--- config.mk ---
export PLATFORM = sky130hd
export DESIGN_NAME = fpe_core
export DESIGN_NICKNAME = d
export VERILOG_FILES = /design/src/rtl/fpe_pkg.sv /design/src/rtl/fpe_array.sv /design/src/rtl/fpe_status.sv /design/src/rtl/fpe_seq.sv /design/src/rtl/fpe_core.sv
export SDC_FILE = /design/constraint.sdc
export NUM_CORES = 2
export LEC_CHECK = 0
export BUFFER_PORTS_ARGS = -buffer_cell sky130_fd_sc_hd__clkbuf_2
export CORE_MARGIN = 2
export CORE_UTILIZATION = 48
export CTS_CLUSTER_DIAMETER = 200
export DETAILED_ROUTE_END_ITERATION = 16
export PLACE_DENSITY = 0.73
export SLEW_MARGIN = 20
export SYNTH_ARGS = -nofsm -noshare
export SYNTH_HDL_FRONTEND = slang
export SYNTH_HIERARCHICAL = 1
export SYNTH_SLANG_ARGS = --single-unit
--- constraint.sdc ---
create_clock -name clk -period 4.31 [get_ports clk]
set_input_delay 0.2155 -clock clk [delete_from_list [all_inputs] [get_ports clk]]
set_output_delay 0.2155 -clock clk [all_outputs]
set_load 0.01 [all_outputs]
--- src/rtl/fpe_pkg.sv ---
package fpe_pkg;

   typedef enum logic [2:0] {
      CMD_NONE   = 3'd0,
      CMD_PROG   = 3'd1,
      CMD_ERASE  = 3'd2,
      CMD_SUSP   = 3'd3,
      CMD_RESUME = 3'd4,
      CMD_CLR    = 3'd5
   } cmd_e;

   typedef enum logic [2:0] {
      ST_IDLE,
      ST_PG_PULSE,
      ST_PG_VERIFY,
      ST_PW_PULSE,
      ST_PW_VERIFY,
      ST_ER_PULSE,
      ST_ER_VERIFY,
      ST_SUSP
   } seq_state_e;

   typedef enum logic [1:0] {
      PULSE_NONE,
      PULSE_PROG,
      PULSE_ERASE
   } pulse_e;

   localparam int SR_READY = 7;
   localparam int SR_SUSP  = 6;
   localparam int SR_EERR  = 5;
   localparam int SR_WERR  = 4;
   localparam int SR_VERR  = 3;

endpackage

--- src/rtl/fpe_array.sv ---
module fpe_array
   import fpe_pkg::*;
#(
   parameter int ADDR_W = 6,
   parameter int DATA_W = 8,
   parameter int BLK_W  = 3
) (
   input  logic              clk,
   input  logic              rst_n,
   input  pulse_e            pulse,
   input  logic [ADDR_W-1:0] p_addr,
   input  logic [DATA_W-1:0] p_target,
   input  logic [ADDR_W-1:0] vfy_addr,
   output logic [DATA_W-1:0] vfy_data,
   input  logic [ADDR_W-1:0] rd_addr,
   output logic [DATA_W-1:0] rd_data
);

   localparam int DEPTH = 1 << ADDR_W;

   logic [DATA_W-1:0] word_w [DEPTH];

   for (genvar i = 0; i < DEPTH; i++) begin : g_word
      localparam logic [ADDR_W-1:0] MY_ADDR = ADDR_W'(i);
      logic [DATA_W-1:0] cell_q;
      logic [DATA_W-1:0] excess;
      logic [DATA_W-1:0] low_bit;

      assign excess  = cell_q & ~p_target;
      assign low_bit = excess & (~excess + DATA_W'(1));

      always_ff @(posedge clk or negedge rst_n) begin
         if (!rst_n) begin
            cell_q <= '1;
         end else if (pulse == PULSE_PROG && p_addr == MY_ADDR) begin
            cell_q <= cell_q & ~low_bit;
         end else if (pulse == PULSE_ERASE &&
                      p_addr[ADDR_W-1:BLK_W] == MY_ADDR[ADDR_W-1:BLK_W]) begin
            cell_q <= cell_q | (cell_q + DATA_W'(1));
         end
      end

      assign word_w[i] = cell_q;
   end

   assign vfy_data = word_w[vfy_addr];
   assign rd_data  = word_w[rd_addr];

endmodule

--- src/rtl/fpe_status.sv ---
module fpe_status
   import fpe_pkg::*;
(
   input  logic       clk,
   input  logic       rst_n,
   input  logic       ready,
   input  logic       susp,
   input  logic       set_werr,
   input  logic       set_eerr,
   input  logic       set_verr,
   input  logic       clr,
   output logic [7:0] status_o
);

   logic eerr_q, werr_q, verr_q;

   always_ff @(posedge clk or negedge rst_n) begin
      if (!rst_n) begin
         eerr_q <= 1'b0;
         werr_q <= 1'b0;
         verr_q <= 1'b0;
      end else if (clr) begin
         eerr_q <= 1'b0;
         werr_q <= 1'b0;
         verr_q <= 1'b0;
      end else begin
         eerr_q <= eerr_q | set_eerr;
         werr_q <= werr_q | set_werr;
         verr_q <= verr_q | set_verr;
      end
   end

   always_comb begin
      status_o           = '0;
      status_o[SR_READY] = ready;
      status_o[SR_SUSP]  = susp;
      status_o[SR_EERR]  = eerr_q;
      status_o[SR_WERR]  = werr_q;
      status_o[SR_VERR]  = verr_q;
   end

endmodule

--- src/rtl/fpe_seq.sv ---
module fpe_seq
   import fpe_pkg::*;
#(
   parameter int ADDR_W      = 6,
   parameter int DATA_W      = 8,
   parameter int BLK_W       = 3,
   parameter int PROG_LIMIT  = 8,
   parameter int ERASE_LIMIT = 8
) (
   input  logic              clk,
   input  logic              rst_n,
   input  logic              cmd_valid,
   input  logic [2:0]        cmd_code,
   input  logic [ADDR_W-1:0] cmd_addr,
   input  logic [DATA_W-1:0] cmd_data,
   input  logic              supply_ok,
   input  logic [DATA_W-1:0] vfy_data,
   output pulse_e            pulse,
   output logic [ADDR_W-1:0] p_addr,
   output logic [DATA_W-1:0] p_target,
   output logic              ready,
   output logic              susp,
   output logic              set_werr,
   output logic              set_eerr,
   output logic              set_verr,
   output logic              clr
);

   localparam int LIM_MAX = (PROG_LIMIT > ERASE_LIMIT) ? PROG_LIMIT : ERASE_LIMIT;
   localparam int ATT_W   = $clog2(LIM_MAX + 1);
   localparam logic [ATT_W-1:0] PG_LIM = ATT_W'(PROG_LIMIT);
   localparam logic [ATT_W-1:0] ER_LIM = ATT_W'(ERASE_LIMIT);

   seq_state_e        state, state_d, resume_st, resume_d;
   logic [ADDR_W-1:0] addr_q, addr_d;
   logic [DATA_W-1:0] data_q, data_d;
   logic [ATT_W-1:0]  att, att_d;
   logic              pend_q, pend_d;
   logic              in_erase, last_word;

   function automatic logic is_cmd(input logic v, input logic [2:0] c, input cmd_e k);
      return v && (c == k);
   endfunction

   assign in_erase  = (state == ST_PW_PULSE) || (state == ST_PW_VERIFY) ||
                      (state == ST_ER_PULSE) || (state == ST_ER_VERIFY);
   assign last_word = &addr_q[BLK_W-1:0];
   assign ready     = (state == ST_IDLE) || (state == ST_SUSP);
   assign susp      = (state == ST_SUSP);
   assign clr       = ready && is_cmd(cmd_valid, cmd_code, CMD_CLR);
   assign p_addr    = addr_q;
   assign p_target  = (state == ST_PW_PULSE) ? '0 : data_q;

   always_comb begin
      state_d  = state;
      resume_d = resume_st;
      addr_d   = addr_q;
      data_d   = data_q;
      att_d    = att;
      pend_d   = pend_q;
      pulse    = PULSE_NONE;
      set_werr = 1'b0;
      set_eerr = 1'b0;
      set_verr = 1'b0;
      if (in_erase && is_cmd(cmd_valid, cmd_code, CMD_SUSP)) pend_d = 1'b1;
      unique case (state)
         ST_IDLE: begin
            if (is_cmd(cmd_valid, cmd_code, CMD_PROG)) begin
               addr_d  = cmd_addr;
               data_d  = cmd_data;
               att_d   = '0;
               state_d = ST_PG_PULSE;
            end else if (is_cmd(cmd_valid, cmd_code, CMD_ERASE)) begin
               addr_d  = {cmd_addr[ADDR_W-1:BLK_W], {BLK_W{1'b0}}};
               att_d   = '0;
               state_d = ST_PW_PULSE;
            end
         end
         ST_PG_PULSE: begin
            if (!supply_ok) begin
               set_verr = 1'b1;
               set_werr = 1'b1;
               state_d  = ST_IDLE;
            end else begin
               pulse   = PULSE_PROG;
               att_d   = att + ATT_W'(1);
               state_d = ST_PG_VERIFY;
            end
         end
         ST_PG_VERIFY: begin
            if (vfy_data == data_q) begin
               state_d = ST_IDLE;
            end else if (att == PG_LIM) begin
               set_werr = 1'b1;
               state_d  = ST_IDLE;
            end else begin
               state_d = ST_PG_PULSE;
            end
         end
         ST_PW_PULSE, ST_ER_PULSE: begin
            if (pend_q) begin
               resume_d = state;
               pend_d   = 1'b0;
               state_d  = ST_SUSP;
            end else if (!supply_ok) begin
               set_verr = 1'b1;
               set_eerr = 1'b1;
               state_d  = ST_IDLE;
            end else begin
               pulse   = (state == ST_PW_PULSE) ? PULSE_PROG : PULSE_ERASE;
               att_d   = att + ATT_W'(1);
               state_d = (state == ST_PW_PULSE) ? ST_PW_VERIFY : ST_ER_VERIFY;
            end
         end
         ST_PW_VERIFY: begin
            if (vfy_data == '0) begin
               att_d = '0;
               if (last_word) begin
                  addr_d  = {addr_q[ADDR_W-1:BLK_W], {BLK_W{1'b0}}};
                  state_d = ST_ER_PULSE;
               end else begin
                  addr_d  = addr_q + ADDR_W'(1);
                  state_d = ST_PW_PULSE;
               end
            end else if (att == PG_LIM) begin
               set_eerr = 1'b1;
               state_d  = ST_IDLE;
            end else begin
               state_d = ST_PW_PULSE;
            end
         end
         ST_ER_VERIFY: begin
            if (&vfy_data) begin
               if (last_word) state_d = ST_IDLE;
               else           addr_d  = addr_q + ADDR_W'(1);
            end else if (att == ER_LIM) begin
               set_eerr = 1'b1;
               state_d  = ST_IDLE;
            end else begin
               state_d = ST_ER_PULSE;
            end
         end
         ST_SUSP: begin
            if (is_cmd(cmd_valid, cmd_code, CMD_RESUME)) state_d = resume_st;
         end
         default: state_d = ST_IDLE;
      endcase
      if (state_d == ST_IDLE) pend_d = 1'b0;
   end

   always_ff @(posedge clk or negedge rst_n) begin
      if (!rst_n) begin
         state     <= ST_IDLE;
         resume_st <= ST_IDLE;
         addr_q    <= '0;
         data_q    <= '0;
         att       <= '0;
         pend_q    <= 1'b0;
      end else begin
         state     <= state_d;
         resume_st <= resume_d;
         addr_q    <= addr_d;
         data_q    <= data_d;
         att       <= att_d;
         pend_q    <= pend_d;
      end
   end

endmodule

--- src/rtl/fpe_core.sv ---
module fpe_core
   import fpe_pkg::*;
#(
   parameter int ADDR_W      = 6,
   parameter int DATA_W      = 8,
   parameter int BLK_W       = 3,
   parameter int PROG_LIMIT  = 8,
   parameter int ERASE_LIMIT = 8
) (
   input  logic              clk,
   input  logic              rst_n,
   input  logic              cmd_valid,
   input  logic [2:0]        cmd_code,
   input  logic [ADDR_W-1:0] cmd_addr,
   input  logic [DATA_W-1:0] cmd_data,
   input  logic              supply_ok,
   input  logic [ADDR_W-1:0] rd_addr,
   output logic [DATA_W-1:0] rd_data,
   output logic [7:0]        status
);

   if (BLK_W < 1 || BLK_W >= ADDR_W) begin : g_bad_blk
      $error("fpe_core: BLK_W must lie in 1..ADDR_W-1");
   end
   if (ADDR_W > 8) begin : g_bad_depth
      $error("fpe_core: ADDR_W above 8 makes the array model too large");
   end
   if (PROG_LIMIT < 1 || ERASE_LIMIT < 1) begin : g_bad_lim
      $error("fpe_core: attempt limits must be at least 1");
   end

   pulse_e            pulse;
   logic [ADDR_W-1:0] p_addr;
   logic [DATA_W-1:0] p_target;
   logic [DATA_W-1:0] vfy_data;
   logic              ready, susp, set_werr, set_eerr, set_verr, clr;

   fpe_seq #(
      .ADDR_W(ADDR_W), .DATA_W(DATA_W), .BLK_W(BLK_W),
      .PROG_LIMIT(PROG_LIMIT), .ERASE_LIMIT(ERASE_LIMIT)
   ) u_seq (
      .clk(clk), .rst_n(rst_n),
      .cmd_valid(cmd_valid), .cmd_code(cmd_code),
      .cmd_addr(cmd_addr), .cmd_data(cmd_data),
      .supply_ok(supply_ok), .vfy_data(vfy_data),
      .pulse(pulse), .p_addr(p_addr), .p_target(p_target),
      .ready(ready), .susp(susp),
      .set_werr(set_werr), .set_eerr(set_eerr), .set_verr(set_verr),
      .clr(clr)
   );

   fpe_array #(
      .ADDR_W(ADDR_W), .DATA_W(DATA_W), .BLK_W(BLK_W)
   ) u_array (
      .clk(clk), .rst_n(rst_n),
      .pulse(pulse), .p_addr(p_addr), .p_target(p_target),
      .vfy_addr(p_addr), .vfy_data(vfy_data),
      .rd_addr(rd_addr), .rd_data(rd_data)
   );

   fpe_status u_status (
      .clk(clk), .rst_n(rst_n),
      .ready(ready), .susp(susp),
      .set_werr(set_werr), .set_eerr(set_eerr), .set_verr(set_verr),
      .clr(clr), .status_o(status)
   );

endmodule

# [After elaboration in Yosys (flattened, before gate mapping)]
# Cells that the tools add are included.
[word_totals] reg_bits=540 out_inout_bits=16
[op_classes] addsub=130 order_cmp=2 eq_ne=92 n_mux=185 bitwise_logic=390 n_reduce_logical=162
[op_table] cell="8-bit bitwise AND" count=192
[op_table] cell="8-bit two-way mux" count=133
[op_table] cell="8-bit NOT" count=129
[op_table] cell="8-bit by 1-bit adder with 8-bit output, second input constant" count=128
[op_table] cell="8-bit bitwise OR" count=64
[op_table] cell="6-bit equality test, second input constant" count=32
[op_table] cell="2-bit nonzero test" count=64
[op_table] cell="8-bit binary-select mux with 6-bit select" count=2
[op_table] cell="6-bit by 5-bit equality test with 1-bit output, second input constant" count=16
[op_table] cell="1-bit logical AND" count=79
[op_table] cell="6-bit by 4-bit equality test with 1-bit output, second input constant" count=8
[op_table] cell="6-bit two-way mux" count=6
[op_table] cell="3-bit two-way mux" count=11
[op_table] cell="3-bit equality test, second input constant" count=10
[op_table] cell="6-bit by 3-bit equality test with 1-bit output, second input constant" count=4
[op_table] cell="3-bit case mux with 7 select lines" count=1
[op_table] cell="4-bit two-way mux" count=5
[op_table] cell="3-bit by 2-bit equality test with 1-bit output, second input constant" count=6
[op_table] cell="6-bit case mux with 3 select lines" count=1
[op_table] cell="4-bit case mux with 4 select lines" count=1
[op_table] cell="1-bit two-way mux" count=15
[op_table] cell="7-bit greater-or-equal comparator, second input constant" count=2
[op_table] cell="6-bit NOT with 7-bit output" count=2
[op_table] cell="6-bit by 2-bit equality test with 1-bit output, second input constant" count=2
[op_table] cell="other kinds (28)" count=48

# [Logic depth before layout (Yosys ltp)]
[depth] depth_word=10 mapped_depth=14

# [Modules after synthesis]
# The synthesis kept the hierarchy.
[modules_own_cells] mod="fpe_array" instances=1 cells_each=3345 area_each_um2=34271.6 seq_area_each_um2=13452.9
[modules_own_cells] mod="fpe_seq" instances=1 cells_each=206 area_each_um2=1839.3 seq_area_each_um2=625.6
[modules_own_cells] mod="fpe_status" instances=1 cells_each=15 area_each_um2=168.9 seq_area_each_um2=75.1

# [Worst setup path before layout]
# Ideal clock, no wire load.
[synth_timing] path_type="register -> register" startpoint="reg u_seq.addr_q[0] (netlist: u_seq/p_addr[0])" endpoint="reg u_seq.addr_q[3] (netlist: u_seq/p_addr[3])" setup_time_ps=124 arrival_time_ps=3556 setup_slack_ps=630 stages_incl_launch_ff=11 n_path_buf=2 synth_period_minus_slack_ps=3680 cell_sequence="dfrtp_1 -> buf_2 -> buf_1 -> mux4_2 -> a2111oi_0 -> o32ai_1 -> nor4_4 -> a32oi_1 -> a2111o_1 -> o21ai_1 -> o21ai_1"
[synth_between] elab_chain_len=7 word_cells_on_any_way=18 classes_between="1 x add/sub; 4 x eq/ne; 8 x mux; 1 x bitwise; 4 x reduce/logical"
[synth_rtl] item="start: declaration" line_no="fpe_seq.sv:35" text="logic [ADDR_W-1:0] addr_q, addr_d;"
[synth_rtl] item="start signal: assignment" line_no="fpe_seq.sv:162" text="addr_q <= addr_d;"
[synth_rtl] item="6-bit NOT with 7-bit output (not written as such) *" line_no="fpe_array.sv:46" text="assign vfy_data = word_w[vfy_addr];"
[synth_rtl] item="8-bit binary-select mux with 6-bit select *" line_no="fpe_array.sv:46"
[synth_rtl] item="8-bit two-way mux (not written as such) * (2 in series)" line_no="fpe_array.sv:46"
[synth_rtl] item="net vfy_data[5]" line_no="fpe_core.sv:35" text="logic [DATA_W-1:0] vfy_data;"
[synth_rtl] item="8-bit AND reduction / 8-bit zero test (equally long branches)" line_no="fpe_seq.sv:133, fpe_seq.sv:116"
[synth_rtl] item="2-bit != test (no source line)"
[synth_rtl] item="6-bit AND reduction (no source line) *"
# Mark *: on every way through the listed nets, which the timed path passes. The rest lies on a longest branch. The select of a mux whose other input is x is not followed.
# A chain may end at the register's enable or synchronous reset.

# [Worst setup path in the final report]
[layout_timing] startpoint="reg u_seq.addr_q[0] (netlist: u_seq/p_addr[0])" endpoint="reg u_seq.addr_q[1] (netlist: u_seq/p_addr[1])"
[layout_between] elab_chain_len=7 word_cells_on_any_way=17 classes_between="1 x add/sub; 3 x eq/ne; 8 x mux; 1 x bitwise; 4 x reduce/logical"
[layout_rtl] item="6-bit NOT with 7-bit output (not written as such) *" line_no="fpe_array.sv:46"
[layout_rtl] item="8-bit binary-select mux with 6-bit select *" line_no="fpe_array.sv:46"
[layout_rtl] item="8-bit two-way mux (not written as such) * (2 in series)" line_no="fpe_array.sv:46"
[layout_rtl] item="net vfy_data[0]" line_no="fpe_core.sv:35"
[layout_rtl] item="8-bit AND reduction / 8-bit zero test (equally long branches)" line_no="fpe_seq.sv:133, fpe_seq.sv:116"
[layout_rtl] item="2-bit != test (no source line)"
[layout_rtl] item="5-bit AND reduction (no source line) *"
# Marked as above.

==> impl_results.md <==
- Placed Cells: 4436
- Worst setup SP type: flop
- CTS tree: yes
- Most frequent cells in the layout: dfstp_2, nand2_1, o21ai_0, mux4_2, nor2_1
- Post-synthesis cell count: 3566
- CP cell instances: buf_4 -> mux4_2 -> mux2i_1 -> a22oi_1 -> o221ai_1 -> o32ai_1 -> nor4_4 -> a32oi_1 -> a21oi_1 -> o21ai_1 -> mux2_1
- DRT Pass-1 Iters: 9
- Cell row count: 100
- Iteration-0 DRC Markers: 4685
- Starting Density: 48.6%
- Post-Synth XOR/XNOR Area: 0.266%
- Flop2flop setup slack: -0.08 ns
- Finished Cell Area: 40200 sq um
- Via count: 33200
- RSZ-0062 raised after global routing: no
- Synth Area in Simple Gates: 15.6%
- Commonest non-fill, non-tap cell in the layout: dfstp_2
- Routed Antenna Nets: 0
- Number of vias per cell: 7.27
- Period utilization: 102%
- IO buf count: 39
- Nets: 3573
- Tot Pwr: 20.4 mW
- Worst-Skew Late Latency: 0.66 ns
- WHS: -0.0301 ns
- YS warnings: 6
- Cell Area, Synth: 36300 sq um
- WL/cell: 28.7 microns
- Core footprint: 74700 sq um
- Final setup margin: -0.0758 ns
- DIE HEIGHT: 279 microns
- IO Pins: 43
- Max Slew Vio Count: 0
- Crit. End Element: flop
- Clk_skew: 0.0400 ns
- Worst-margin pin slew: 1.15 ns
- CP max stage cell: o32ai_1
- CTS Buffer Depth: 3
- Slew margin rel.: 23.6%
- Non-filler instance count after layout: 4561
- Total wire length: 131000 microns
- H-tree levels: 2
- Place WS: 0.216 ns
- Die extent in x: 279 microns
- Compound-gate portion of the synthesized area: 21.7%
- Number of global-route vias before repair: 31700
- Endpoints failing hold: 16
- R2r endpoint: u_seq/p_addr[1]$_DFFE_PN0P_
- Total grt overflow: 0
- Lkg Pwr: 14.2 nW
- Post-CTS Setup Bufs: 0
- Max IR drop VDD: 0.661 mV
- Layout cell share with drive strength beyond 1: 31.2%
- Gp weighted congestion: 0.984
- Mux cell area share after synthesis: 18.2%
- Placed cell area: 37900 sq um
- Layout area overhead: 10.9%
- Ys async rst share: 100%
- Crit path largest cell delay: 0.98 ns
- Root buf cell: clkbuf_16
- Post-synth EDFFs: 0
- Inserted Clock Buffers: 61
- Yosys cell types: 97
- Largest family of logic cells by synthesized area: compound AO/OA/AOI/OAI gates
- Minimum clock period: 4.39 ns
- DP HPWL: 93000 microns
- Crit Path Max Fanout: 15
- Failing checks: negative hold slack, negative setup slack
- Total GRT Usage: 33.3%
- Final Setup Violations: 3
- R2r startpoint: u_seq/p_addr[0]$_DFFE_PN0P_
- Max cap viols: 0
- Adder-Cell Fraction of Synth Area: 0.200%
- Fillers: 6367
- Hold crit path type: input pin to async pin
- DRC: 0
- Critical Path AT: 4.90 ns
- Clk sink count: 540
- Main flop type after synthesis: dfstp_2
- Status: finished, violations left
- Die area: 77800 sq um
- FMAX: 228 MHz
- Register-to-Register Path Depth: 11
- Post-synthesis register bit count: 540
- Reg clk slew, reported paths: 0.06 ns
- Largest net degree at the start of global routing: 134
- First-pass GRT wire length: 199000 microns
- Initial antenna violation count: 2
- Syn avg cell area: 10.2 sq um
- Crit Path Class: flop to flop
- Power per cell area: 506 nW/um^2
- Sequential-to-total area share from yosys stat: 39.0%
- Worst Path Required: 4.83 ns
[logic make-up after synthesis]
kind of cell	after synthesis
fa+ha+maj	6
other cells	1
simple gates	1109
flops	540
xor+xnor	11
mux	328
compound gates	1129
buf+inv	442
[final cells by class]
class / instances / area, sq um / share of cell area (%)
tap: 969 / 1210 / 3.01
multi-input combinational: 2586 / 20300 / 50.6
clock inverter: 27 / 445 / 1.11
sequential: 540 / 14200 / 35.2
timing repair buffer: 169 / 1560 / 3.88
antenna: 1 / 2.50 / 0.00622
inverter: 183 / 689 / 1.71
clock buffer: 86 / 1790 / 4.46
[per-stage QoR]
step                util (%)  setup TNS, ns
floorplan                  -              0
global placement        50.7              0
detailed placement      50.7              0
CTS                     53.8              0
global route            53.8              0
finish                  53.8         -0.200
[how the worst max path moves through the flow]
stage / start / slack (ns) / to / cells past startpoint
after detailed placement: u_seq/p_addr[0]$_DFFE_PN0P_ / 0.22 / u_seq/p_addr[1]$_DFFE_PN0P_ / 11
after global routing: u_seq/p_addr[0]$_DFFE_PN0P_ / 0.003 / u_seq/p_addr[1]$_DFFE_PN0P_ / 11
final: u_seq/p_addr[0]$_DFFE_PN0P_ / -0.08 / u_seq/p_addr[1]$_DFFE_PN0P_ / 11
after CTS: u_seq/p_addr[0]$_DFFE_PN0P_ / 0.17 / u_seq/p_addr[1]$_DFFE_PN0P_ / 11
after global placement: u_seq/p_addr[0]$_DFFE_PN0P_ / 0.24 / u_seq/p_addr[0]$_DFFE_PN0P_ / 11
after floorplan: u_seq/p_addr[0]$_DFFE_PN0P_ / 0.63 / u_seq/p_addr[3]$_DFFE_PN0P_ / 10
[routing by layer]
layer / GRT usage (%) / part of all wire (%) / vias to the layer above
li1: - / - / 13800
met1: 44.0 / 37 / 16500
met2: 50.0 / 44 / 2393
met3: 9.48 / 13 / 466
met4: 17.3 / 5.9 / 2
met5: 0 / 0.012 / -
[Yosys cell counts (all sizes together), types with 21 or more instances]
library cell	instances	share of area [%]
clkbuf	141	1.5
nand2	312	3.2
a21o	36	0.74
o22ai	22	0.38
nor4	42	0.81
a221oi	43	1.2
a22oi	51	1.1
nand2b	30	0.52
mux2i	53	1.5
buf	118	1.7
o221ai	29	0.73
a21oi	213	3.0
o32ai	30	0.72
a22o	68	1.6
inv	181	1.9
nor2	213	2.2
nor2b	111	1.9
nand4	85	1.5
o21ai	301	4.2
o2111ai	44	1.1
nand3	120	1.7
o31ai	46	0.97
a31oi	60	1.0
mux4	263	16
nor3	65	0.91
and3	28	0.48
a2111oi	29	1.1
a211oi	21	0.45
dfstp	512	37
dfrtp	28	1.9
and4	32	0.78
[registers in the layout, indices dropped and copies added (netlist names)]
signal and flops:
u_seq/att 4, u_seq/pend_q 1, u_seq/resume_st 3, u_seq/data_q 8, u_status/eerr_q 1, u_array/g_word.cell_q 512, u_status/werr_q 1, u_seq/p_addr 6
u_seq/state 3, u_status/verr_q 1
[worst max-delay path: cells and delay by family, from the launching register on]
| kind | cells | cell delay, ns |
|---|---|---|
| compound gates | 6 | 2.42 |
| buf+inv | 1 | 0.25 |
| flops | 1 | 0.65 |
| mux | 3 | 0.79 |
| simple gates | 1 | 0.14 |
[what timing repair did]
action                                 CTS  global route
endpoints found under the hold margin   11             0
setup endpoints to repair                0             8
gates resized for setup                  0             2
hold buffers                            11             0
[power by group]
part	internal (mW)	leakage [nW]	total (mW)	switching [mW]
clock network	3.55	1.08	5.83	2.28
registers	5.68	5.63	6.51	0.832
logic	2.58	7.44	8.02	5.44
total	11.8	14.2	20.4	8.55
(Power assumes the default switching activity.)
